--- src/rtl/xirq_pkg.sv ---
package xirq_pkg;
  typedef enum logic [1:0] {
    SNS_LVL_LO = 2'd0,
    SNS_FALL   = 2'd1,
    SNS_RISE   = 2'd2,
    SNS_BOTH   = 2'd3
  } sense_e;
endpackage

--- src/rtl/xirq_sync.sv ---
// Two-stage synchroniser plus one history stage for edge comparison.
module xirq_sync #(
  parameter int W = 8
) (
  input  logic         clk,
  input  logic         rst,
  input  logic [W-1:0] d,
  output logic [W-1:0] s_q,
  output logic [W-1:0] p_q
);
  logic [W-1:0] m_q;

  always_ff @(posedge clk) begin
    if (rst) begin
      m_q <= '1;
      s_q <= '1;
      p_q <= '1;
    end else begin
      m_q <= d;
      s_q <= m_q;
      p_q <= s_q;
    end
  end
endmodule

--- src/rtl/xirq_chan.sv ---
// One pin: sense decode and status bit.
module xirq_chan
  import xirq_pkg::*;
(
  input  logic       clk,
  input  logic       rst,
  input  logic [1:0] mode,
  input  logic       s,
  input  logic       p,
  input  logic       clr,
  output logic       stat_q
);
  logic hit;
  logic nxt;

  always_comb begin
    hit = 1'b0;
    case (sense_e'(mode))
      SNS_FALL:  hit = p & ~s;
      SNS_RISE:  hit = ~p & s;
      SNS_BOTH:  hit = p ^ s;
      default:   hit = 1'b0;
    endcase
    if (sense_e'(mode) == SNS_LVL_LO) nxt = ~s;
    else                              nxt = hit | (stat_q & ~clr);
  end

  always_ff @(posedge clk) begin
    if (rst) stat_q <= 1'b0;
    else     stat_q <= nxt;
  end
endmodule

--- src/rtl/xirq_regs.sv ---
// Register decode: sense word, clear vector, registered read mux.
module xirq_regs #(
  parameter int          N_PINS    = 8,
  parameter int          ADDR_W    = 8,
  parameter int          DATA_W    = 32,
  parameter logic [7:0]  STAT_OFS  = 8'h10,
  parameter logic [7:0]  SENSE_OFS = 8'h14
) (
  input  logic                  clk,
  input  logic                  rst,
  input  logic                  we,
  input  logic [ADDR_W-1:0]     addr,
  input  logic [DATA_W-1:0]     wdata,
  input  logic [N_PINS-1:0]     stat,
  output logic [2*N_PINS-1:0]   sense_q,
  output logic [N_PINS-1:0]     clr,
  output logic [DATA_W-1:0]     rdata
);
  localparam int SENSE_W = 2 * N_PINS;

  logic hit_stat;
  logic hit_sense;

  assign hit_stat  = (addr == ADDR_W'(STAT_OFS));
  assign hit_sense = (addr == ADDR_W'(SENSE_OFS));
  assign clr       = (we && hit_stat) ? ~wdata[N_PINS-1:0] : '0;

  always_ff @(posedge clk) begin
    if (rst) begin
      sense_q <= '0;
      rdata   <= '0;
    end else begin
      if (we && hit_sense) sense_q <= wdata[SENSE_W-1:0];
      if (hit_stat)       rdata <= DATA_W'(stat);
      else if (hit_sense) rdata <= DATA_W'(sense_q);
      else                rdata <= '0;
    end
  end
endmodule

--- src/rtl/ext_irq_sense.sv ---
module ext_irq_sense #(
  parameter int N_PINS = 8,
  parameter int ADDR_W = 8,
  parameter int DATA_W = 32
) (
  input  logic              clk,
  input  logic              rst,
  input  logic [N_PINS-1:0] pin_i,
  input  logic              bus_we,
  input  logic [ADDR_W-1:0] bus_addr,
  input  logic [DATA_W-1:0] bus_wdata,
  output logic [DATA_W-1:0] bus_rdata,
  output logic [N_PINS-1:0] irq_req
);
  localparam int SENSE_W = 2 * N_PINS;

  logic [N_PINS-1:0]  pin_s;
  logic [N_PINS-1:0]  pin_p;
  logic [N_PINS-1:0]  clr_vec;
  logic [N_PINS-1:0]  stat_vec;
  logic [SENSE_W-1:0] sense_cfg;

  xirq_sync #(.W(N_PINS)) u_sync (
    .clk (clk), .rst (rst), .d (pin_i), .s_q (pin_s), .p_q (pin_p)
  );

  xirq_regs #(.N_PINS(N_PINS), .ADDR_W(ADDR_W), .DATA_W(DATA_W)) u_regs (
    .clk (clk), .rst (rst), .we (bus_we), .addr (bus_addr),
    .wdata (bus_wdata), .stat (stat_vec), .sense_q (sense_cfg),
    .clr (clr_vec), .rdata (bus_rdata)
  );

  for (genvar n = 0; n < N_PINS; n++) begin : g_chan
    xirq_chan u_chan (
      .clk (clk), .rst (rst), .mode (sense_cfg[2*n +: 2]),
      .s (pin_s[n]), .p (pin_p[n]), .clr (clr_vec[n]),
      .stat_q (stat_vec[n])
    );
  end

  assign irq_req = stat_vec;
endmodule

--- config.mk ---
export PLATFORM = sky130hd
export DESIGN_NAME = ext_irq_sense
export DESIGN_NICKNAME = d
export VERILOG_FILES = /design/src/rtl/xirq_pkg.sv /design/src/rtl/xirq_sync.sv /design/src/rtl/xirq_chan.sv /design/src/rtl/xirq_regs.sv /design/src/rtl/ext_irq_sense.sv
export SDC_FILE = /design/constraint.sdc
export NUM_CORES = 1
export LEC_CHECK = 0
export ABC_CLOCK_PERIOD_IN_PS = 2410
export BUFFER_PORTS_ARGS = -buffer_cell sky130_fd_sc_hd__buf_2
export CORE_MARGIN = 1.5
export CORE_UTILIZATION = 55
export CTS_BUF_LIST = sky130_fd_sc_hd__clkbuf_4 sky130_fd_sc_hd__clkbuf_8 sky130_fd_sc_hd__clkbuf_16
export DETAILED_ROUTE_END_ITERATION = 10
export GPL_TIMING_DRIVEN = 0
export PLACE_DENSITY = 0.82
export SYNTH_ARGS = -nofsm -noshare
export SYNTH_HDL_FRONTEND = slang
export SYNTH_SLANG_ARGS = --single-unit
--- constraint.sdc ---
create_clock -name clk -period 2.41 [get_ports clk]
set_input_delay 0.241 -clock clk [delete_from_list [all_inputs] [get_ports clk]]
set_output_delay 0.241 -clock clk [all_outputs]
set_load 0.05 [all_outputs]
==> metrics.txt, run 1 <==
hold crit path type=input pin to flip-flop; dpl cells=453; Sink Count=64; multi-input logic area=1370 um^2; GR Util met2=35.1%; Setup TNS=0 ns; Post-synth EDFFs=0; vias=2351; Synth Cell Area=2910 um^2; Final Hold Vio Count=0; first-pass GRT wire length=9390 um; list of most frequent post-synthesis cells=dfxtp_1 (64), nand2_1 (44), buf_4 (24), mux2i_1 (24), or2_2 (19); post-synthesis register bit count=64; FF+latch area=1280 um^2; Post-CTS Setup Bufs=0; NumNets Final=461; Required @ worst endpoint=2.67 ns; clock skew=0.00682 ns; post-synth top area cell=dfxtp_1; remaining global-route overflow=0; Max VDD drop=386 uV; IO Count=91; status=completed; DP Worst Slack=0.364 ns; met1 global-route usage=28.3%; met3 Use GR=4.76%; worst slew pin tran=0.722 ns; CP endpoint kind=flip-flop; post-DR wirelength/cell=12.9 um; min cycle time layout=1.71 ns; Synth area leaders=dfxtp_1 (44%), mux2i_1 (8.3%), ha_1 (6.9%); endpoints failing setup=0; DP HPWL=4310 um; WS Path Type=input pin to flip-flop; DR iter-0 viols=136; Clock Pin Slew Worst Setup and Hold Paths=0.07 ns; Port Buffers=57; gr usage total=22.5%; largest net degree at the start of global routing=11; Initial Util=57.0%; post-synth cell types=30; Seq/Total Area, Yosys=44.0%; Final WS setup=0.696 ns; Period Utilization, post-route=71.1%; initial antenna violation count=0; async set-or-reset flop fraction in the synthesized netlist=0%; Slew Limit Fails=0; layout cells sized above 1=31.1%; gpl congestion=0.791; post-CTS sizing=0; Routed WL=6050 um; Clock Tree Buf Depth=2; PD cells=636 nW/um^2; Worst-Skew Late Latency=0.34 ns; Rel. slew slack=51.5%; Die ar.=5740 um^2; RSZ-0062 raised after global routing=no; FILL cells=420; row count=26; root buffer cell=clkbuf_8; Avg Inst Size Synth=9.36 um^2; max frequency=584 MHz; area share of the leading cell type in the synthesized netlist=44.0%; GRT busiest layer=met2; n_diodes=0; Yosys Warn Count=0; core box area=5110 um^2; ys flop type=dfxtp_1; DR pass1 iterations=4; Final Non-Filler Cells=469; Die X=75.7 um; hold_buf cts=0; die height=75.7 um; most common cell in the netlist=dfxtp_1; H-tree Lvls=3; crit path max fanout=10; Leakage=1.70 nW; Synth-to-Final Area Change=21.8%; R2R Setup Slk=1.05 ns; TritonCTS clock tree=yes; antenna viol nets, final=0; Maximum Capacitance Violations=0; cts bufs inserted=9; Via-to-Cell Ratio=5.01; crit path launch type=input pin; vias in the first global route=2061; Post-route DRC=0; WP data arrival=1.97 ns; Post-Synthesis Cells=311
[kinds of logic (layout without fill, tap and decap cells)]
kind of cell               after synthesis  after routing  synth area share [%]
other                                    1             16                 0.129
and+or+nand+nor                        122            122                  22.7
buffers and inverters                   56            129                  11.0
DFF                                     64             64                  44.0
adders and majority gates               16             16                  6.88
AOI/OAI and AO/OA                       28             28                  7.05
muxes                                   24             24                  8.25
[state kept, by name, summed over array words and instances (netlist names)]
| register | count |
|---|---|
| u_sync.s_q | 8 |
| g_chan.u_chan.stat_q | 8 |
| u_sync.m_q | 8 |
| u_regs.rdata | 16 |
| u_regs.sense_q | 16 |
| u_sync.p_q | 8 |
[path summary, 6_finish.rpt]
| kind | start | to | cells after the start |
|---|---|---|---|
| setup reg to reg | u_sync.s_q[4] | g_chan[4].u_chan.stat_q | 5 |
| hold reg to reg | u_sync.m_q[1] | u_sync.s_q[1] | 1 |
| hold / removal | pin_i[0] | u_sync.m_q[0] | 2 |
| setup / recovery | bus_addr[1] | u_regs.sense_q[5] | 6 |
[per-stage QoR]
stage / hold slack [ns] / area (um^2) / power, mW / util [%]
floorplan: 0.345 / 2970 / 1.27 / -
global placement: 0.391 / 3340 / 1.33 / 65.4
detailed placement: 0.394 / 3340 / 1.33 / 65.4
CTS: 0.0667 / 3550 / 2.27 / 69.4
global route: 0.0784 / 3550 / 2.34 / 69.4
finish: 0.0762 / 3550 / 2.25 / 69.4
[final cells by class]
class / instances / area share [%]
sequential: 64 / 36.1
multi-input combinational: 206 / 38.5
buffer: 38 / 7.13
inverter: 18 / 1.91
clock inverter: 3 / 1.13
clock buffer: 13 / 4.69
timing repair buffer: 57 / 8.05
tap: 70 / 2.47
[metal layers]
| layer | share of wire [%] | wire, um |
|---|---|---|
| met5 | 0 | 0 |
| met4 | 2.7 | 166 |
| met3 | 5.4 | 327 |
| met2 | 48 | 2900 |
| met1 | 44 | 2660 |
[critical path, stage by stage]
cell     delay [ns]
buf_2          0.12
or4b_1         0.55
buf_2          0.22
nor3_4         0.41
buf_8          0.23
mux2i_1        0.20
[where the power goes]
group	internal (mW)	switching [mW]	leakage (nW)
Clock	0.554	0.390	0.110
Sequential	1.08	0.0114	0.521
Combinational	0.0800	0.141	1.07
[layout by cell type, fill, tap and decap left out, drive strengths merged]
cell type	instances
buf	84
dfxtp	64
nand2	44
mux2i	24
clkbuf	24
or2	19
inv	18
ha	16
conb	16
nor2	14
nand2b	12
nor4	9
nor3b	8
and3	8
a21oi	6
a31oi	6
o311ai	6
o2bb2ai	6
or3b	2
a21boi	2
nand3	2
o32ai	2
clkinv	2
or4b	2
or4	1
nor3	1
bufinv	1
Note: power is estimated with default switching activity, not from simulation.
==> inputs of run 2 (changes only) <==
--- a/config.mk
+++ b/config.mk
@@ -5,14 +5,15 @@
 export SDC_FILE = /design/constraint.sdc
 export NUM_CORES = 1
 export LEC_CHECK = 0
-export ABC_CLOCK_PERIOD_IN_PS = 2410
+export ABC_AREA = 1
+export ABC_CLOCK_PERIOD_IN_PS = 1500
 export BUFFER_PORTS_ARGS = -buffer_cell sky130_fd_sc_hd__buf_2
 export CORE_MARGIN = 1.5
-export CORE_UTILIZATION = 55
+export CORE_UTILIZATION = 45
 export CTS_BUF_LIST = sky130_fd_sc_hd__clkbuf_4 sky130_fd_sc_hd__clkbuf_8 sky130_fd_sc_hd__clkbuf_16
 export DETAILED_ROUTE_END_ITERATION = 10
 export GPL_TIMING_DRIVEN = 0
-export PLACE_DENSITY = 0.82
+export PLACE_DENSITY = 0.72
 export SYNTH_ARGS = -nofsm -noshare
 export SYNTH_HDL_FRONTEND = slang
 export SYNTH_SLANG_ARGS = --single-unit
==> constraint.sdc (replaced) <==
create_clock -name clk -period 1.5 [get_ports clk]
set_input_delay 0.15 -clock clk [delete_from_list [all_inputs] [get_ports clk]]
set_output_delay 0.15 -clock clk [all_outputs]
set_load 0.05 [all_outputs]
==> run 2 against run 1 <==
Against the previous run: clock power grew 43%; combinational power grew 55%; area after synthesis shrank 3.6%.
==> metrics.txt, run 2 <==
first-pass GRT wire length=9360 um (was 9390 um); Final Non-Filler Cells=508 (was 469); largest net degree at the start of global routing=13 (was 11); Synth Cell Area=2810 um^2 (was 2910 um^2); post-synth cell types=23 (was 30); post-route cell area=3500 um^2 (was 3550 um^2); gr usage total=19.2% (was 22.5%); ys flop type=dfxtp_1 (unchanged); most common cell in the netlist=dfxtp_1 (unchanged); post-CTS sizing=0 (unchanged); Required @ worst endpoint=1.35 ns (was 2.67 ns); Rel. slew slack=57.5% (was 51.5%); Leakage=1.69 nW (was 1.70 nW); area share of the leading cell type in the synthesized netlist=45.7% (was 44.0%); CP bufs+invs=2 (was 3); Die X=82.0 um (was 75.7 um); dpl cells=484 (was 453); Final WS setup=0.256 ns (was 0.696 ns); Initial Util=47.1% (was 57.0%); endpoints failing setup=0 (unchanged); Worst-Skew Late Latency=0.34 ns (about the same); list of most frequent post-synthesis cells=dfxtp_1 (64), nand2_1 (50), inv_1 (41), a21oi_1 (39), nand3_1 (29) (was dfxtp_1 (64), nand2_1 (44), buf_4 (24), mux2i_1 (24), or2_2 (19)); post-synthesis register bit count=64 (unchanged); Clock power frac=39.3% (was 41.9%); layout cells sized above 1=29.3% (was 31.1%); Final Hold Vio Count=0 (unchanged); Synth-to-Final Area Change=24.8% (was 21.8%); min cycle time layout=1.24 ns; async set-or-reset flop fraction in the synthesized netlist=0% (unchanged); Clock Pin Slew Worst Setup and Hold Paths=0.08 ns (was 0.07 ns); Routed WL=6180 um (was 6050 um); Synth area leaders=dfxtp_1 (46%), ha_1 (7.1%), a21oi_1 (7.0%) (was dfxtp_1 (44%), mux2i_1 (8.3%), ha_1 (6.9%)); DR iter-0 viols=147 (was 136); vias in the first global route=2029 (was 2061); cts bufs inserted=9 (unchanged); remaining global-route overflow=0 (unchanged); Max VDD drop=515 uV (was 386 uV); crit path max-delay cell type=dfxtp_1 (was or4b_1); Via-to-Cell Ratio=4.68 (was 5.01); die height=82.0 um (was 75.7 um); Port Buffers=57 (unchanged); NumNets Final=495 (was 461); Clock Tree Buf Depth=2 (unchanged); RSZ-0062 raised after global routing=no (unchanged); Setup TNS=0 ns (unchanged); antenna viol nets, final=0 (unchanged); n_diodes=0 (unchanged); DR pass1 iterations=4 (unchanged); crit path launch type=flip-flop (was input pin); Largest regs=u_regs.rdata (16), u_regs.sense_q (16) (unchanged); Sink Count=64 (unchanged); DP HPWL=4320 um (was 4310 um); Post-route DRC=0 (unchanged); IO Count=91 (unchanged); WS Path Type=flip-flop to output port (was input pin to flip-flop); Maximum Capacitance Violations=0 (unchanged); CP Cell Sequence=buf_4 -> buf_2 (was buf_2 -> or4b_1 -> buf_2 -> nor3_4 -> buf_8 -> mux2i_1); root buffer cell=clkbuf_8 (unchanged); sequential share of power=50.8% (was 48.3%); post-DR wirelength/cell=12.2 um (was 12.9 um); row count=28 (was 26); crit path max fanout=3 (was 10); Die ar.=6720 um^2 (was 5740 um^2); status=completed (unchanged); crit-path leading delay family=flip-flops (was simple AND/OR/NAND/NOR gates); worst slew pin tran=0.637 ns (was 0.722 ns); Slew Limit Fails=0 (unchanged); core box area=5960 um^2 (was 5110 um^2); crit-path max cell delay=0.39 ns (was 0.55 ns); most common cell after layout, fill and taps aside=dfxtp_1 (unchanged); post-synth top area cell=dfxtp_1 (unchanged); commonest cells after routing, fill and taps aside=dfxtp_1 (64), buf_2 (57), nand2_1 (50) (was dfxtp_1 (64), buf_2 (58), nand2_1 (44)); Placed Area=3240 um^2 (was 3340 um^2); CP endpoint kind=output port (was flip-flop); Avg Inst Size Synth=8.33 um^2 (was 9.36 um^2); clock skew=0.00987 ns (was 0.00682 ns); Period Utilization, post-route=82.9%; WP data arrival=1.09 ns (was 1.97 ns); initial antenna violation count=0 (unchanged); Post-synth EDFFs=0 (unchanged); P_sw=932 uW (was 542 uW); Seq/Total Area, Yosys=45.7% (was 44.0%); vias=2379 (was 2351); Post-Synthesis Cells=337 (was 311); combinational group share of total power=9.9% (was 9.8%); DP Worst Slack=0.0391 ns (was 0.364 ns); gpl congestion=0.900 (was 0.791); Net Sw Frac=27.1% (was 24.1%); hold crit path type=input pin to flip-flop (unchanged); H-tree Lvls=3 (unchanged); Yosys Warn Count=0 (unchanged); P_int=2.50 mW (was 1.71 mW); max frequency=804 MHz; PD cells=981 nW/um^2 (was 636 nW/um^2); Tot Pwr=3.44 mW (was 2.25 mW); TritonCTS clock tree=yes (unchanged)
run 2: cell types whose count changed after synthesis, moves of 12 or more:
cell,before,now
a21oi_1,6,39
inv_1,18,41
mux2i_1,24,0
nand2b_1,12,0
nand3_1,2,29
o21ai_0,0,16
run 2: final timing paths:
check	slack, ns	end	start	cells after the start
setup / recovery	0.26	irq_req[7]	g_chan[7].u_chan.stat_q	2
hold / removal	0.07	u_regs.sense_q[13]	bus_wdata[13]	3
setup reg to reg	0.35	g_chan[7].u_chan.stat_q	u_sync.p_q[7]	5
hold reg to reg	0.40	u_sync.s_q[1]	u_sync.m_q[1]	1
run 2: logic make-up after synthesis:
group                      after synthesis  synth area share (%)
AOI/OAI and AO/OA                       64                  12.1
other                                    1                 0.134
and+or+nand+nor                        114                  19.8
DFF                                     64                  45.7
buffers and inverters                   78                  15.1
adders and majority gates               16                  7.13
run 2: layout make-up:
| cell class | count | area, um^2 |
|---|---|---|
| Buffer | 36 | 267 |
| Clock buffer | 10 | 138 |
| Clock inverter | 6 | 43.8 |
| Fill cell | 567 | 2450 |
| Inverter | 42 | 158 |
| Multi-Input combinational cell | 210 | 1160 |
| Sequential cell | 64 | 1280 |
| Tap cell | 75 | 93.8 |
| Timing Repair Buffer | 65 | 365 |
run 2: metrics by stage:
step / util (%) / hold WS, ns
after floorplan: - / 0.254
after global placement: 54.4 / 0.334
after detailed placement: 54.4 / 0.334
after CTS: 58.8 / 0.0633
after global routing: 58.8 / 0.0720
final: 58.8 / 0.0704
run 2: power by group through the flow:
stage | Combinational [mW] | Sequential, mW | Clock, mW
floorplan | 0.240 | 1.78 | 0
global placement | 0.318 | 1.78 | 0
detailed placement | 0.324 | 1.79 | 0
CTS | 0.342 | 1.75 | 1.36
global route | 0.367 | 1.75 | 1.44
finish | 0.342 | 1.75 | 1.35
run 2: worst reg2reg max path: stages, from the launching register on:
cell	delay [ns]
dfxtp_1	0.34
inv_1	0.05
ha_1	0.28
o21ai_0	0.17
o21ai_0	0.11
a21oi_1	0.14
run 2: repair_timing:
action | CTS | global route
hold buffers | 8 | 0
buffers inserted | 0 | 0
hold endpoints to repair | 8 | 0
run 2: metal layers:
metal | GRT usage (%) | up-vias | wire [um]
met4 | 9.49 | 0 | 84
met3 | 3.89 | 9 | 517
met5 | 0 | - | 0
li1 | - | 1221 | -
met2 | 32.0 | 104 | 2960
met1 | 23.4 | 1045 | 2620
==> inputs of run 3 (changes only) <==
--- a/config.mk
+++ b/config.mk
@@ -6,14 +6,14 @@
 export NUM_CORES = 1
 export LEC_CHECK = 0
 export ABC_AREA = 1
-export ABC_CLOCK_PERIOD_IN_PS = 1500
+export ABC_CLOCK_PERIOD_IN_PS = 1150
 export BUFFER_PORTS_ARGS = -buffer_cell sky130_fd_sc_hd__buf_2
 export CORE_MARGIN = 1.5
-export CORE_UTILIZATION = 45
+export CORE_UTILIZATION = 50
 export CTS_BUF_LIST = sky130_fd_sc_hd__clkbuf_4 sky130_fd_sc_hd__clkbuf_8 sky130_fd_sc_hd__clkbuf_16
 export DETAILED_ROUTE_END_ITERATION = 10
 export GPL_TIMING_DRIVEN = 0
-export PLACE_DENSITY = 0.72
+export PLACE_DENSITY = 0.76
 export SYNTH_ARGS = -nofsm -noshare
 export SYNTH_HDL_FRONTEND = slang
 export SYNTH_SLANG_ARGS = --single-unit
==> constraint.sdc (replaced) <==
create_clock -name clk -period 1.15 [get_ports clk]
set_input_delay 0.115 -clock clk [delete_from_list [all_inputs] [get_ports clk]]
set_output_delay 0.115 -clock clk [all_outputs]
set_load 0.05 [all_outputs]
==> run 3 against run 2 <==
Against the previous run: cell count down 0.59%; critical path depth up 4; via count up 0.84%; hold slack worse by 0.021 ns; routed wire length up 0.68%; largest cell class unchanged.
==> metrics.txt, run 3 (synthesis results as in run 2) <==
die height=77.9 um (was 82.0 um); crit-path max cell delay=0.36 ns (was 0.39 ns); FF-to-FF path depth=6 (was 5); Max VDD drop=862 uV (was 515 uV); Required @ worst endpoint=1.38 ns (was 1.35 ns); Initial Util=51.3% (was 47.1%); vias=2399 (was 2379); DR pass1 iterations=4 (unchanged); crit path max-delay cell type=dfxtp_2 (was dfxtp_1); remaining global-route overflow=0 (unchanged); post-DR wirelength/cell=12.3 um (was 12.2 um); Clock Tree Buf Depth=2 (unchanged); WP data arrival=1.37 ns (was 1.09 ns); gpl congestion=0.844 (was 0.900); hold crit path type=input pin to flip-flop (unchanged); Leakage=1.69 nW (about the same); Post-route DRC=0 (unchanged); status=completed (unchanged); Final WS setup=0.00783 ns (was 0.256 ns); commonest cells after routing, fill and taps aside=dfxtp_1 (52), nand2_1 (50), buf_2 (49) (was dfxtp_1 (64), buf_2 (57), nand2_1 (50)); max frequency=876 MHz; DP Worst Slack=-0.234 ns (was 0.0391 ns); Largest regs=u_regs.rdata (16), u_regs.sense_q (16) (unchanged); min cycle time layout=1.14 ns; endpoints failing setup=0 (unchanged); Slew Limit Fails=0 (unchanged); Die X=77.9 um (was 82.0 um); most common cell after layout, fill and taps aside=dfxtp_1 (unchanged); root buffer cell=clkbuf_8 (unchanged); worst slew pin tran=0.596 ns (was 0.637 ns); Worst-Skew Late Latency=0.34 ns (about the same); Die ar.=6070 um^2 (was 6720 um^2); n_diodes=0 (unchanged); DP HPWL=4360 um (was 4320 um); first-pass GRT wire length=9490 um (was 9360 um); layout cells sized above 1=32.6% (was 29.3%); NumNets Final=495 (unchanged); R2R Setup Slk=0.008 ns (was 0.35 ns); H-tree Lvls=3 (unchanged); gr usage total=20.5% (was 19.2%); Worst R2R End=g_chan[3].u_chan.stat_q (was g_chan[7].u_chan.stat_q); Rel. slew slack=60.2% (was 57.5%); Maximum Capacitance Violations=0 (unchanged); IO Count=91 (unchanged); Crit. Startpoint=u_sync.s_q[3] (was g_chan[7].u_chan.stat_q); TritonCTS clock tree=yes (unchanged); DR iter-0 viols=168 (was 147); Clock Pin Slew Worst Setup and Hold Paths=0.07 ns (was 0.08 ns); largest net degree at the start of global routing=12 (was 13); CP endpoint=g_chan[3].u_chan.stat_q (was irq_req[7]); CP most frequent cell=o21ai_1; fin util=65.1% (was 58.8%); Final Non-Filler Cells=505 (was 508); crit path max fanout=3 (unchanged); Sink Count=64 (unchanged); clock skew=0.00804 ns (was 0.00987 ns); Final Hold Vio Count=0 (unchanged); WS Path Type=flip-flop to flip-flop (was flip-flop to output port); crit path launch type=flip-flop (unchanged); r2r startpoint=u_sync.s_q[3] (was u_sync.p_q[7]); PD cells=1320 nW/um^2 (was 981 nW/um^2); CP Cell Sequence=inv_2 -> ha_1 -> a21oi_2 -> o21ai_1 -> o21ai_1 -> a21oi_1 (was buf_4 -> buf_2); core box area=5470 um^2 (was 5960 um^2); vias in the first global route=2159 (was 2029); initial antenna violation count=0 (unchanged); dpl cells=481 (was 484); cts bufs inserted=9 (unchanged); CP endpoint kind=flip-flop (was output port); Synth-to-Final Area Change=27.0% (was 24.8%); Via-to-Cell Ratio=4.75 (was 4.68); minimum hold slack=0.0498 ns (was 0.0704 ns); Period Utilization, post-route=99.3%; row count=27 (was 28); Routed WL=6220 um (was 6180 um); Post-CTS Setup Bufs=0 (unchanged); Port Buffers=57 (unchanged); antenna viol nets, final=0 (unchanged)
-- run 3: changes by cell type in the layout (fill, tap and decap cells not counted), sizes merged --
| cell | before | now |
|---|---|---|
| bufinv | 0 | 1 |
| clkinvlp | 1 | 2 |
| clkbuf | 16 | 17 |
| clkinv | 5 | 3 |
| inv | 42 | 41 |
-- run 3: worst max-delay path: cells and delay by family, from the launching register on --
family,cells,cell delay (ns)
buffers and inverters,1,0.06
adder cells (fa/ha/maj),1,0.20
AO/OA/AOI/OAI,4,0.43
flip-flops,1,0.36
-- run 3: power by group --
part | internal [mW] | switching [mW] | leakage [nW]
combinational | 0.168 | 0.285 | 1.07
sequential | 2.26 | 0.0206 | 0.518
clock | 1.11 | 0.855 | 0.101
-- run 3: how the worst min path moves through the flow --
stage / from / end / slack [ns] / cells after the start
final: bus_wdata[12] / u_regs.sense_q[12] / 0.05 / 3
after global routing: bus_wdata[10] / u_regs.sense_q[10] / 0.05 / 3
after CTS: bus_wdata[12] / u_regs.sense_q[12] / 0.03 / 3
after detailed placement: pin_i[4] / u_sync.m_q[4] / 0.30 / 2
after global placement: pin_i[7] / u_sync.m_q[7] / 0.30 / 2
after floorplan: pin_i[0] / u_sync.m_q[0] / 0.22 / 1
-- run 3: layout make-up --
| type | instances | area (um^2) |
|---|---|---|
| clock buffers | 11 | 151 |
| repair buffers | 65 | 385 |
| fillers | 465 | 1910 |
| clock inverters | 5 | 55.1 |
| plain buffers | 36 | 267 |
| multi-input cells | 210 | 1160 |
| inverters | 42 | 158 |
| flip-flops and latches | 64 | 1300 |
| well taps | 72 | 90.1 |
-- run 3: what timing repair did --
| action | CTS | global route |
|---|---|---|
| endpoints found under the setup margin | 9 | 9 |
| hold endpoints to repair | 8 | 0 |
| gates resized for setup | 10 | 21 |
| hold buffers | 8 | 0 |
| pin swaps | 0 | 3 |
-- run 3: metal layers --
| layer | GRT usage (%) | up-vias | part of all wire [%] |
|---|---|---|---|
| li1 | - | 1228 | - |
| met1 | 24.2 | 1067 | 42 |
| met2 | 35.0 | 95 | 49 |
| met3 | 3.88 | 9 | 7.0 |
| met4 | 10.5 | 0 | 1.6 |
| met5 | 0 | - | 0 |
-- run 3: per-stage QoR --
step / total power [mW] / setup TNS (ns) / cell area [um^2]
2_1_floorplan: 2.64 / 0 / 2860
3_3_place_gp: 2.74 / -3.21 / 3240
3_5_place_dp: 2.75 / -3.53 / 3240
4_1_cts: 4.72 / 0 / 3550
5_1_grt: 4.87 / -0.0426 / 3560
6_report: 4.70 / 0 / 3560
